`src/rtl/dsc_pkg.sv`:
```
package dsc_pkg;

  typedef struct packed {
    logic       sync;
    logic [3:0] nbits;
    logic       par_on;
    logic       par_odd;
    logic       two_stop;
    logic [1:0] psel;
  } dsc_cfg_t;

  typedef enum logic [2:0] {
    RX_IDLE,
    RX_START,
    RX_DATA,
    RX_PAR,
    RX_STOP
  } dsc_rx_st_e;

endpackage

```
`src/rtl/dsc_mode_reg.sv`:
```
module dsc_mode_reg
  import dsc_pkg::*;
#(
  parameter int MW = 8
) (
  input  logic          clk,
  input  logic          rst,
  input  logic          we,
  input  logic [MW-1:0] wdata,
  output logic [MW-1:0] rdata,
  output dsc_cfg_t      cfg
);

  logic [MW-1:0] mode_q;

  always_ff @(posedge clk) begin
    if (rst) mode_q <= '0;
    else if (we) mode_q <= wdata;
  end

  assign rdata = mode_q;

  // decode: synchronous mode forces 8 bits and drops parity
  always_comb begin
    cfg.sync     = mode_q[7];
    cfg.nbits    = (mode_q[6] && !mode_q[7]) ? 4'd7 : 4'd8;
    cfg.par_on   = mode_q[5] && !mode_q[7];
    cfg.par_odd  = mode_q[4];
    cfg.two_stop = mode_q[3] && !mode_q[7];
    cfg.psel     = mode_q[1:0];
  end


  mode_hold_chk: assert property (@(posedge clk) disable iff (rst)
    !$past(mode_we_or_rst()) |-> $stable(mode_q));

  function automatic logic mode_we_or_rst();
    return we;
  endfunction

endmodule

```
`src/rtl/dsc_tick_gen.sv`:
```
module dsc_tick_gen #(
  parameter int BASE_DIV = 4
) (
  input  logic       clk,
  input  logic       rst,
  input  logic [1:0] psel,
  output logic       tick
);

  localparam int MAXDIV = BASE_DIV * 64;
  localparam int CW     = $clog2(MAXDIV + 1);

  logic [CW-1:0] cnt;
  logic [CW-1:0] lim;

  always_comb begin
    case (psel)
      2'd0:    lim = CW'(BASE_DIV - 1);
      2'd1:    lim = CW'(BASE_DIV * 4 - 1);
      2'd2:    lim = CW'(BASE_DIV * 16 - 1);
      default: lim = CW'(BASE_DIV * 64 - 1);
    endcase
  end

  always_ff @(posedge clk) begin
    if (rst) begin
      cnt  <= '0;
      tick <= 1'b0;
    end else if (cnt >= lim) begin
      cnt  <= '0;
      tick <= 1'b1;
    end else begin
      cnt  <= cnt + 1'b1;
      tick <= 1'b0;
    end
  end


  cnt_range_chk: assert property (@(posedge clk) disable iff (rst)
    cnt <= CW'(MAXDIV - 1));

endmodule

```
`src/rtl/dsc_tx.sv`:
```
module dsc_tx #(
  parameter int DW = 8,
  parameter int FW = 12
) (
  input  logic          clk,
  input  logic          rst,
  input  logic          sync,
  input  logic [3:0]    nbits,
  input  logic          par_on,
  input  logic          par_odd,
  input  logic          two_stop,
  input  logic          tick,
  input  logic          we,
  input  logic [DW-1:0] din,
  output logic          ready,
  output logic          ser_out,
  output logic          sclk,
  output logic          samp
);

  logic [FW-1:0] frm;
  logic [3:0]    flen;
  logic [DW-1:0] dmask;
  logic          pbit;
  logic [3:0]    ppos;

  logic          busy;
  logic          fr_sync;
  logic [FW-1:0] sh;
  logic [3:0]    left;
  logic [3:0]    sub;

  // frame image, LSB goes out first; unused tail stays high
  always_comb begin
    frm   = '1;
    dmask = (nbits == 4'd7) ? 8'h7F : 8'hFF;
    pbit  = (^(din & dmask)) ^ par_odd;
    ppos  = nbits + 4'd1;
    if (sync) begin
      frm[DW-1:0] = din;
      flen        = 4'(DW);
    end else begin
      frm[0] = 1'b0;
      for (int i = 0; i < DW; i++) begin
        if (i < int'(nbits)) frm[i+1] = din[i];
      end
      if (par_on) frm[ppos] = pbit;
      flen = 4'd2 + nbits + {3'b0, par_on} + {3'b0, two_stop};
    end
  end

  always_ff @(posedge clk) begin
    if (rst) begin
      busy    <= 1'b0;
      fr_sync <= 1'b0;
      sh      <= '1;
      left    <= '0;
      sub     <= '0;
      sclk    <= 1'b1;
      samp    <= 1'b0;
    end else begin
      samp <= 1'b0;
      if (!busy) begin
        if (we) begin
          busy    <= 1'b1;
          fr_sync <= sync;
          sh      <= frm;
          left    <= flen;
          sub     <= '0;
          sclk    <= !sync;
        end
      end else if (tick) begin
        sub <= sub + 1'b1;
        if (sub == 4'd7 && fr_sync) begin
          sclk <= 1'b1;
          samp <= 1'b1;
        end
        if (sub == 4'd15) begin
          sh   <= {1'b1, sh[FW-1:1]};
          left <= left - 1'b1;
          if (left == 4'd1) busy <= 1'b0;
          else if (fr_sync) sclk <= 1'b0;
        end
      end
    end
  end

  assign ready   = !busy;
  assign ser_out = sh[0];


  idle_line_chk: assert property (@(posedge clk) disable iff (rst)
    ready |-> (ser_out && sclk));


  async_sclk_chk: assert property (@(posedge clk) disable iff (rst)
    (busy && !fr_sync) |-> sclk);


  busy_load_chk: assert property (@(posedge clk) disable iff (rst)
    (busy && !tick) |=> $stable(sh));

endmodule

```
`src/rtl/dsc_rx.sv`:
```
module dsc_rx
  import dsc_pkg::*;
#(
  parameter int DW = 8
) (
  input  logic          clk,
  input  logic          rst,
  input  logic          sync,
  input  logic [3:0]    nbits,
  input  logic          par_on,
  input  logic          par_odd,
  input  logic          tick,
  input  logic          samp,
  input  logic          ser_in,
  output logic [DW-1:0] data,
  output logic          done,
  output logic          perr
);

  logic          s1, s2;
  dsc_rx_st_e    st;
  logic [DW-1:0] sh;
  logic [3:0]    cnt;
  logic [3:0]    sub;
  logic [2:0]    scnt;
  logic          pbit;
  logic [DW-1:0] dat;

  assign dat = (nbits == 4'd7) ? {1'b0, sh[DW-1:1]} : sh;

  always_ff @(posedge clk) begin
    if (rst) begin
      s1 <= 1'b1;
      s2 <= 1'b1;
    end else begin
      s1 <= ser_in;
      s2 <= s1;
    end
  end

  always_ff @(posedge clk) begin
    if (rst) begin
      st   <= RX_IDLE;
      sh   <= '0;
      cnt  <= '0;
      sub  <= '0;
      scnt <= '0;
      pbit <= 1'b0;
      data <= '0;
      done <= 1'b0;
      perr <= 1'b0;
    end else begin
      done <= 1'b0;
      perr <= 1'b0;
      if (sync) begin
        st <= RX_IDLE;
        if (samp) begin
          sh   <= {s2, sh[DW-1:1]};
          scnt <= scnt + 1'b1;
          if (scnt == 3'd7) begin
            data <= {s2, sh[DW-1:1]};
            done <= 1'b1;
          end
        end
      end else begin
        scnt <= '0;
        case (st)
          RX_IDLE: begin
            if (!s2) begin
              st  <= RX_START;
              sub <= '0;
              cnt <= '0;
            end
          end
          RX_START: begin
            if (tick) begin
              if (sub == 4'd7) begin
                sub <= '0;
                st  <= s2 ? RX_IDLE : RX_DATA;
              end else begin
                sub <= sub + 1'b1;
              end
            end
          end
          RX_DATA: begin
            if (tick) begin
              if (sub == 4'd15) begin
                sub <= '0;
                sh  <= {s2, sh[DW-1:1]};
                cnt <= cnt + 1'b1;
                if (cnt == nbits - 4'd1) st <= par_on ? RX_PAR : RX_STOP;
              end else begin
                sub <= sub + 1'b1;
              end
            end
          end
          RX_PAR: begin
            if (tick) begin
              if (sub == 4'd15) begin
                sub  <= '0;
                pbit <= s2;
                st   <= RX_STOP;
              end else begin
                sub <= sub + 1'b1;
              end
            end
          end
          RX_STOP: begin
            if (tick) begin
              if (sub == 4'd15) begin
                sub  <= '0;
                data <= dat;
                done <= 1'b1;
                perr <= par_on && (pbit != ((^dat) ^ par_odd));
                st   <= RX_IDLE;
              end else begin
                sub <= sub + 1'b1;
              end
            end
          end
          default: st <= RX_IDLE;
        endcase
      end
    end
  end


  perr_with_done_chk: assert property (@(posedge clk) disable iff (rst)
    perr |-> done);


  done_pulse_chk: assert property (@(posedge clk) disable iff (rst)
    done |=> !done);


  sync_no_perr_chk: assert property (@(posedge clk) disable iff (rst)
    (done && $past(sync)) |-> !perr);


  seven_msb_chk: assert property (@(posedge clk) disable iff (rst)
    (done && $past(!sync && nbits == 4'd7)) |-> !data[DW-1]);

endmodule

```
`src/rtl/duplex_serial_chan.sv`:
```
module duplex_serial_chan
  import dsc_pkg::*;
#(
  parameter int BASE_DIV = 4,
  parameter int DW       = 8
) (
  input  logic          clk,
  input  logic          rst,
  input  logic          mode_we,
  input  logic [7:0]    mode_wdata,
  output logic [7:0]    mode_rdata,
  input  logic          tx_we,
  input  logic [DW-1:0] tx_data,
  output logic          tx_ready,
  output logic [DW-1:0] rx_data,
  output logic          rx_done,
  output logic          rx_perr,
  input  logic          ser_in,
  output logic          ser_out,
  output logic          sclk_out
);

  localparam int FW = DW + 4;

  dsc_cfg_t cfg;
  logic     tick;
  logic     samp;

  dsc_mode_reg #(.MW(8)) u_mode (
    .clk   (clk),
    .rst   (rst),
    .we    (mode_we),
    .wdata (mode_wdata),
    .rdata (mode_rdata),
    .cfg   (cfg)
  );

  dsc_tick_gen #(.BASE_DIV(BASE_DIV)) u_tick (
    .clk  (clk),
    .rst  (rst),
    .psel (cfg.psel),
    .tick (tick)
  );

  dsc_tx #(.DW(DW), .FW(FW)) u_tx (
    .clk      (clk),
    .rst      (rst),
    .sync     (cfg.sync),
    .nbits    (cfg.nbits),
    .par_on   (cfg.par_on),
    .par_odd  (cfg.par_odd),
    .two_stop (cfg.two_stop),
    .tick     (tick),
    .we       (tx_we),
    .din      (tx_data),
    .ready    (tx_ready),
    .ser_out  (ser_out),
    .sclk     (sclk_out),
    .samp     (samp)
  );

  dsc_rx #(.DW(DW)) u_rx (
    .clk     (clk),
    .rst     (rst),
    .sync    (cfg.sync),
    .nbits   (cfg.nbits),
    .par_on  (cfg.par_on),
    .par_odd (cfg.par_odd),
    .tick    (tick),
    .samp    (samp),
    .ser_in  (ser_in),
    .data    (rx_data),
    .done    (rx_done),
    .perr    (rx_perr)
  );

endmodule

```
`config.mk`:
```
export PLATFORM = sky130hd
export DESIGN_NAME = duplex_serial_chan
export DESIGN_NICKNAME = d
export VERILOG_FILES = /design/src/rtl/dsc_pkg.sv /design/src/rtl/dsc_mode_reg.sv /design/src/rtl/dsc_tick_gen.sv /design/src/rtl/dsc_tx.sv /design/src/rtl/dsc_rx.sv /design/src/rtl/duplex_serial_chan.sv
export SDC_FILE = /design/constraint.sdc
export NUM_CORES = 1
export LEC_CHECK = 0
export BUFFER_PORTS_ARGS = -buffer_cell sky130_fd_sc_hd__buf_4
export CORE_MARGIN = 8
export CORE_UTILIZATION = 30
export CTS_BUF_LIST = sky130_fd_sc_hd__clkbuf_16
export DETAILED_ROUTE_END_ITERATION = 8
export GPL_ROUTABILITY_DRIVEN = 0
export PLACE_DENSITY = 0.53
export SYNTH_ARGS = -nofsm -noshare
export SYNTH_HDL_FRONTEND = slang
export SYNTH_SLANG_ARGS = --single-unit
```
`constraint.sdc`:
```
create_clock -name clk -period 4.4 [get_ports clk]
set_input_delay 0.88 -clock clk [delete_from_list [all_inputs] [get_ports clk]]
set_output_delay 0.88 -clock clk [all_outputs]
set_load 0.02 [all_outputs]
```
==> flow_metrics.env, run 1 <==
export IMPL_status="complete, no violations"
export IMPL_wl_um=8730
export IMPL_cts_setup_buffers=0
export IMPL_dp_hpwl_um=6040
export IMPL_dieArea_um2=16700
export IMPL_drc=0
export IMPL_skew_ns=0.00694
export IMPL_viasPerCell=4.87
export IMPL_first_global_vias=3193
export IMPL_whs_path_depth=1
export IMPL_ioPinCount=42
export IMPL_ys_flop_type="dfxtp_1"
export IMPL_grt_ovfl_total=0
export IMPL_clock_path_buffers=2
export IMPL_synth_top_area_share_pct=39.1
export IMPL_end_kind="primary output"
export IMPL_rr_startpoint="u_tx.busy"
export IMPL_cp_start_kind="flip-flop"
export IMPL_setup_violations_final=0
export IMPL_synth_fp_nets=480
export IMPL_cts_root_buf="clkbuf_16"
export IMPL_cap_violations=0
export IMPL_ys_warnings_count=0
export IMPL_fin_crit_ns=2.50
export IMPL_rsz0062_at_grt="no"
export IMPL_crit_slowest_cell="dfxtp_1"
export IMPL_top_layer="met4"
export IMPL_grt_use_total_pct=11.3
export IMPL_fin_crit_sh_pct=56.8
export IMPL_die_w_um=129
export IMPL_grt_pass1_wl_um=15000
export IMPL_htree_levels=3
export IMPL_clock_sinks=75
export IMPL_dr_pass1_iters=4
export IMPL_placed_area_um2=4240
export IMPL_max_vdd_ir_drop_uv=173
export IMPL_utilization_pct=36.0
export IMPL_worstSkewPairLatency_ns=0.33
export IMPL_ant_nets=0
export IMPL_netlist_area_um2=3840
export IMPL_drv_slew=0
export IMPL_synthCells=446
export IMPL_synth_common_cells="75 x dfxtp_1, 70 x nor2_1, 39 x nand2_1"
export IMPL_wl_met2_um=4000
export IMPL_yosysMostFrequentCell="dfxtp_1"
export IMPL_critPathArrivalTime_ns=1.62
export IMPL_cts_tree="built"
export IMPL_cp_max_fo=26
export IMPL_cts_buffers=9
export IMPL_hold_viol_final=0
export IMPL_maxSlewHeadroom_pct=39.7
export IMPL_synthArstFlopShare_pct=0
export IMPL_drive_above_1_share_pct=14.5
export IMPL_path_clk_slew_ns=0.06
export IMPL_critPathBufInv=2
export IMPL_min_path_type="flip-flop to flip-flop"
export IMPL_hp_start="u_rx.s1"
export IMPL_synth_cell_types=59
export IMPL_wl_met3_um=232
export IMPL_start_util_pct=30.5
export IMPL_dr_total_vias=3160
export IMPL_path_cells="inv_1, buf_4"
export IMPL_cts_resized=0
export IMPL_max_clock_freq_mhz=400
export IMPL_nNetsFinal=507
export IMPL_io_buffers=41
export IMPL_setup_tns_ns=0
export IMPL_tightest_slew_ns=0.903
export IMPL_yosysSeqAreaShare_pct=39.1
export IMPL_synth_edf_count=0
export IMPL_antenna_cells=0
export IMPL_area_delta_synth_final_pct=17.9
export IMPL_r2r_slack_ns=1.94
export IMPL_grt_max_degree=75
export IMPL_avgSynthCellArea_um2=8.60
export IMPL_critical_path_class="flip-flop to primary output"
export IMPL_whs_endpoint="u_rx.s2"
export IMPL_power_density_nw_per_um2=356
export IMPL_synth_seq_cells=75
export IMPL_antenna_found_initial=0
export IMPL_r2r_cells=6
export IMPL_crit_family="flip-flops"
export IMPL_fin_area_um2=4520
export IMPL_synth_largest_area_cell="dfxtp_1"
export IMPL_critPathMaxStageDelay_ns=0.84
export IMPL_wire_per_inst_um=13.4
export IMPL_placementRows=41
export IMPL_timing_rr_end="u_tx.sh[8]"
export IMPL_worst_ep_required_time_ns=3.52
export IMPL_dieHeight_um=129
export IMPL_synth_area_leaders="dfxtp_1 39%, mux2i_1 7.8%, nor2_1 6.8%, xnor2_1 4.1%, ha_1 3.9%"
export IMPL_ctsHoldBuffers=0
export IMPL_p_leak_nw=1.69
export IMPL_wl_met1_um=4280
export IMPL_drt_iter0_markers=110
export IMPL_fp_coreArea_um2=12600
export IMPL_hold_ws_ns=0.434
==> logic make-up (layout without fill, tap and decap cells) <==
kind of cell / count (synthesis) / after routing / share of synthesized area [%]
XOR/XNOR: 26 / 26 / 6.29
buffers and inverters: 35 / 66 / 4.31
AND/OR/NAND/NOR: 182 / 182 / 22.9
adder cells (fa/ha/maj): 13 / 13 / 4.44
flip-flops: 75 / 75 / 39.1
AO/OA/AOI/OAI: 85 / 85 / 15.1
multiplexers: 30 / 30 / 7.83
==> layer usage <==
| metal | up-vias | track usage, % |
|---|---|---|
| li1 | 1620 | - |
| met1 | 1483 | 14.1 |
| met2 | 42 | 17.8 |
| met3 | 15 | 2.38 |
| met4 | 0 | 6.15 |
| met5 | - | 0 |
==> worst max path at each step <==
stage / from / to / slack [ns] / depth (start not counted)
after global routing: u_tx.busy / tx_ready / 1.74 / 2
final: u_tx.busy / tx_ready / 1.90 / 2
after CTS: u_tx.busy / tx_ready / 1.89 / 2
after global placement: u_tx.busy / u_tx.sh[8] / 2.02 / 6
after floorplan: u_mode.rdata[7] / u_tx.left[0] / 2.36 / 9
after detailed placement: u_tx.busy / u_tx.sh[8] / 1.95 / 6
==> through the flow <==
stage | power, mW | setup slack [ns] | cells
3_3_place_gp | 0.921 | 2.02 | 634
2_1_floorplan | 0.868 | 2.36 | 446
3_5_place_dp | 0.923 | 1.95 | 634
4_1_cts | 1.63 | 1.89 | 649
6_report | 1.61 | 1.90 | 649
5_1_grt | 1.69 | 1.74 | 649
==> flip-flops by register name (all words and copies together), names as in the netlist <==
name          cells
u_rx.s2           1
u_tx.busy         1
u_tick.cnt        9
u_rx.scnt         3
u_tx.sclk         1
u_rx.st           3
u_rx.perr         1
u_rx.done         1
u_tx.fr_sync      1
u_tick.tick       1
u_rx.sh           8
u_rx.data         8
u_rx.pbit         1
u_tx.samp         1
u_tx.sub          4
u_rx.cnt          4
u_rx.s1           1
u_rx.sub          4
u_tx.sh          10
u_tx.left         4
u_mode.rdata      8
==> power by group <==
part | switching (mW) | internal, mW
logic | 0.0927 | 0.0792
registers | 0.0309 | 0.703
clock network | 0.274 | 0.431
==> worst reg2reg max path, stage by stage (launching register included) <==
cell	delay, ns
dfxtp_1	0.84
and2_0	0.37
and4_1	0.31
nor2_1	0.07
buf_4	0.21
a221o_1	0.36
a31o_2	0.21
==> area by class of cell <==
type | instances | area, um2
Sequential cell | 75 | 1500
Inverter | 8 | 30.0
Tap cell | 172 | 215
Timing Repair Buffer | 43 | 323
Clock buffer | 9 | 225
Fill cell | 1307 | 8050
Multi-Input combinational cell | 336 | 2170
Clock inverter | 6 | 57.6
==> cell usage in the layout, fill, tap and decap left out, types with 13 or more instances in the layout <==
master	count
nand2_1	39
o21ai_0	16
xnor2_1	18
mux2i_1	30
nor2_1	70
a21oi_1	24
dfxtp_1	75
nor3_1	13
buf_4	43
No activity file was read; power rests on OpenSTA's default activity.
==> inputs of run 2 (changes only) <==
Clock period 4.4 ns to 2.4 ns, I/O delays scaled along.
==> run 2 against run 1 <==
Cell area grew 2.4%. Critical path depth up 4. Hold slack got worse by 0.10 ns. Wire length rose by 2.8%. Sequential share of layout area is 0.78 points lower. Via count up 2.5%. Global-route usage up 0.086 points. Clock skew is 0.00067 ns lower. Combinational power rose by 110%. Total power increased by 98%. Utilization up 0.87 points. Critical endpoint is now u_rx.data[5]. Largest cell class unchanged. Largest power group is now clock.
==> flow_metrics.env, run 2 (same netlist as run 1, synthesis figures left out) <==
export IMPL_status="complete, no violations"
export IMPL_wl_um=8980
export IMPL_placementRows=41
export IMPL_drive_above_1_share_pct=16.0
export IMPL_max_clock_freq_mhz=480
export IMPL_cap_violations=0
export IMPL_min_path_type="primary input to flip-flop"
export IMPL_grt_max_degree=43
export IMPL_swShare_pct=23.2
export IMPL_grt_ovfl_total=0
export IMPL_internal_power_mw=2.45
export IMPL_clock_sinks=75
export IMPL_critPathMaxStageDelay_ns=0.60
export IMPL_cp_start_kind="flip-flop"
export IMPL_first_global_vias=3196
export IMPL_cts_root_buf="clkbuf_16"
export IMPL_worstSkewPairLatency_ns=0.33
export IMPL_cts_resized=0
export IMPL_hp_start="ser_in"
export IMPL_final_common_cell="dfxtp_1"
export IMPL_worst_ep_required_time_ns=2.64
export IMPL_fillCellCount=1310
export IMPL_path_clk_slew_ns=0.06
export IMPL_crit_family="simple AND/OR/NAND/NOR gates"
export IMPL_critical_path_class="flip-flop to flip-flop"
export IMPL_nNetsFinal=515
export IMPL_p_comb_share_pct=11.1
export IMPL_largest_register="u_tx.sh"
export IMPL_dieHeight_um=129
export IMPL_r2r_slack_ns=0.32
export IMPL_dr_pass1_iters=4
export IMPL_pwr_share_clk_pct=47.4
export IMPL_largest_register_ffs=10
export IMPL_area_delta_synth_final_pct=20.7
export IMPL_grt_use_total_pct=11.3
export IMPL_worstSetupStartpoint="u_rx.sub[0]"
export IMPL_final_cells=658
export IMPL_cts_buffers=9
export IMPL_end_kind="flip-flop"
export IMPL_critPathArrivalTime_ns=2.32
export IMPL_multiInputGateArea_um2=2170
export IMPL_drv_slew=0
export IMPL_ioPinCount=42
export IMPL_fin_crit_ns=2.08
export IMPL_crit_slowest_cell="or4_4"
export IMPL_path_cells="ha_1, nand4_1, or4_4, nand2_4, nor2_1, a311oi_1"
export IMPL_fin_crit_sh_pct=86.9
export IMPL_ant_nets=0
export IMPL_die_w_um=129
export IMPL_drt_iter0_markers=138
export IMPL_p_leak_nw=1.76
export IMPL_cts_setup_buffers=0
export IMPL_rsz0062_at_grt="no"
export IMPL_dieArea_um2=16700
export IMPL_reg_top3="u_tx.sh x10, u_tick.cnt x9"
export IMPL_skew_ns=0.00626
export IMPL_critPathBufInv=0
export IMPL_setup_tns_ns=0
export IMPL_htree_levels=3
export IMPL_antenna_found_initial=0
export IMPL_clock_path_buffers=2
export IMPL_drc=0
export IMPL_seq_area_um2=1500
export IMPL_power_density_nw_per_um2=689
export IMPL_tightest_slew_ns=0.594
export IMPL_antenna_cells=0
export IMPL_viasPerCell=4.92
export IMPL_rr_startpoint="u_rx.sub[0]"
export IMPL_grt_pass1_wl_um=15200
export IMPL_max_vdd_ir_drop_uv=372
export IMPL_ctsHoldBuffers=0
export IMPL_hold_viol_final=0
export IMPL_layout_common_cells="75 x dfxtp_1, 70 x nor2_1, 51 x buf_4, 39 x nand2_1, 30 x mux2i_1"
export IMPL_io_buffers=41
export IMPL_start_util_pct=30.5
export IMPL_dp_cells=642
export IMPL_cts_tree="built"
export IMPL_dp_hpwl_um=6420
export IMPL_cp_max_fo=16
export IMPL_setup_violations_final=0
export IMPL_wire_per_inst_um=13.6
export IMPL_fp_coreArea_um2=12600
export IMPL_p_seq_share_pct=41.6
export IMPL_maxSlewHeadroom_pct=60.4
export IMPL_p_sw_uw=739
export IMPL_dr_total_vias=3239
==> run 2: area by class of cell <==
| type | instances | share of cell area, % |
|---|---|---|
| clock inverters | 7 | 2.30 |
| clock buffers | 9 | 4.86 |
| flip-flops and latches | 75 | 32.4 |
| well taps | 172 | 4.65 |
| repair buffers | 51 | 8.27 |
| inverters | 8 | 0.648 |
| multi-input cells | 336 | 46.9 |
==> run 2: through the flow <==
stage	instance area (um2)	power [mW]	hold slack (ns)	setup slack (ns)	utilization, %
3_3_place_gp	4300	1.70	0.419	0.420	34.2
3_5_place_dp	4300	1.71	0.422	0.330	34.2
4_1_cts	4630	3.23	0.319	0.319	36.8
5_1_grt	4630	3.32	0.332	0.152	36.8
2_1_floorplan	3840	1.59	0.389	0.360	-
6_report	4630	3.19	0.331	0.315	36.8
==> run 2: power by group through the flow <==
stage	combinational, mW	clock, mW	sequential, mW
after global routing	0.397	1.60	1.33
after floorplan	0.239	0	1.35
after global placement	0.351	0	1.35
final	0.354	1.51	1.33
after detailed placement	0.357	0	1.35
after CTS	0.358	1.55	1.33
==> run 2: worst paths after layout <==
path	to	cells after the start
hold reg to reg	u_rx.s2	1
setup reg to reg	u_rx.data[5]	6
hold / removal	u_rx.s1	2
setup / recovery	u_rx.data[5]	6
==> run 2: layer usage <==
metal  global-route usage (%)  wire [um]  up-vias
met1                     13.9       4400     1541
li1                         -          -     1639
met2                     18.3       4120       47
met5                        0          0        -
met3                     3.08        287       12
met4                     4.91        165        0
==> run 2: worst register-to-register path: stages, from the launching register on <==
cell	delay, ns
dfxtp_1	0.36
ha_1	0.27
nand4_1	0.29
or4_4	0.60
nand2_4	0.17
nor2_1	0.07
a311oi_1	0.24
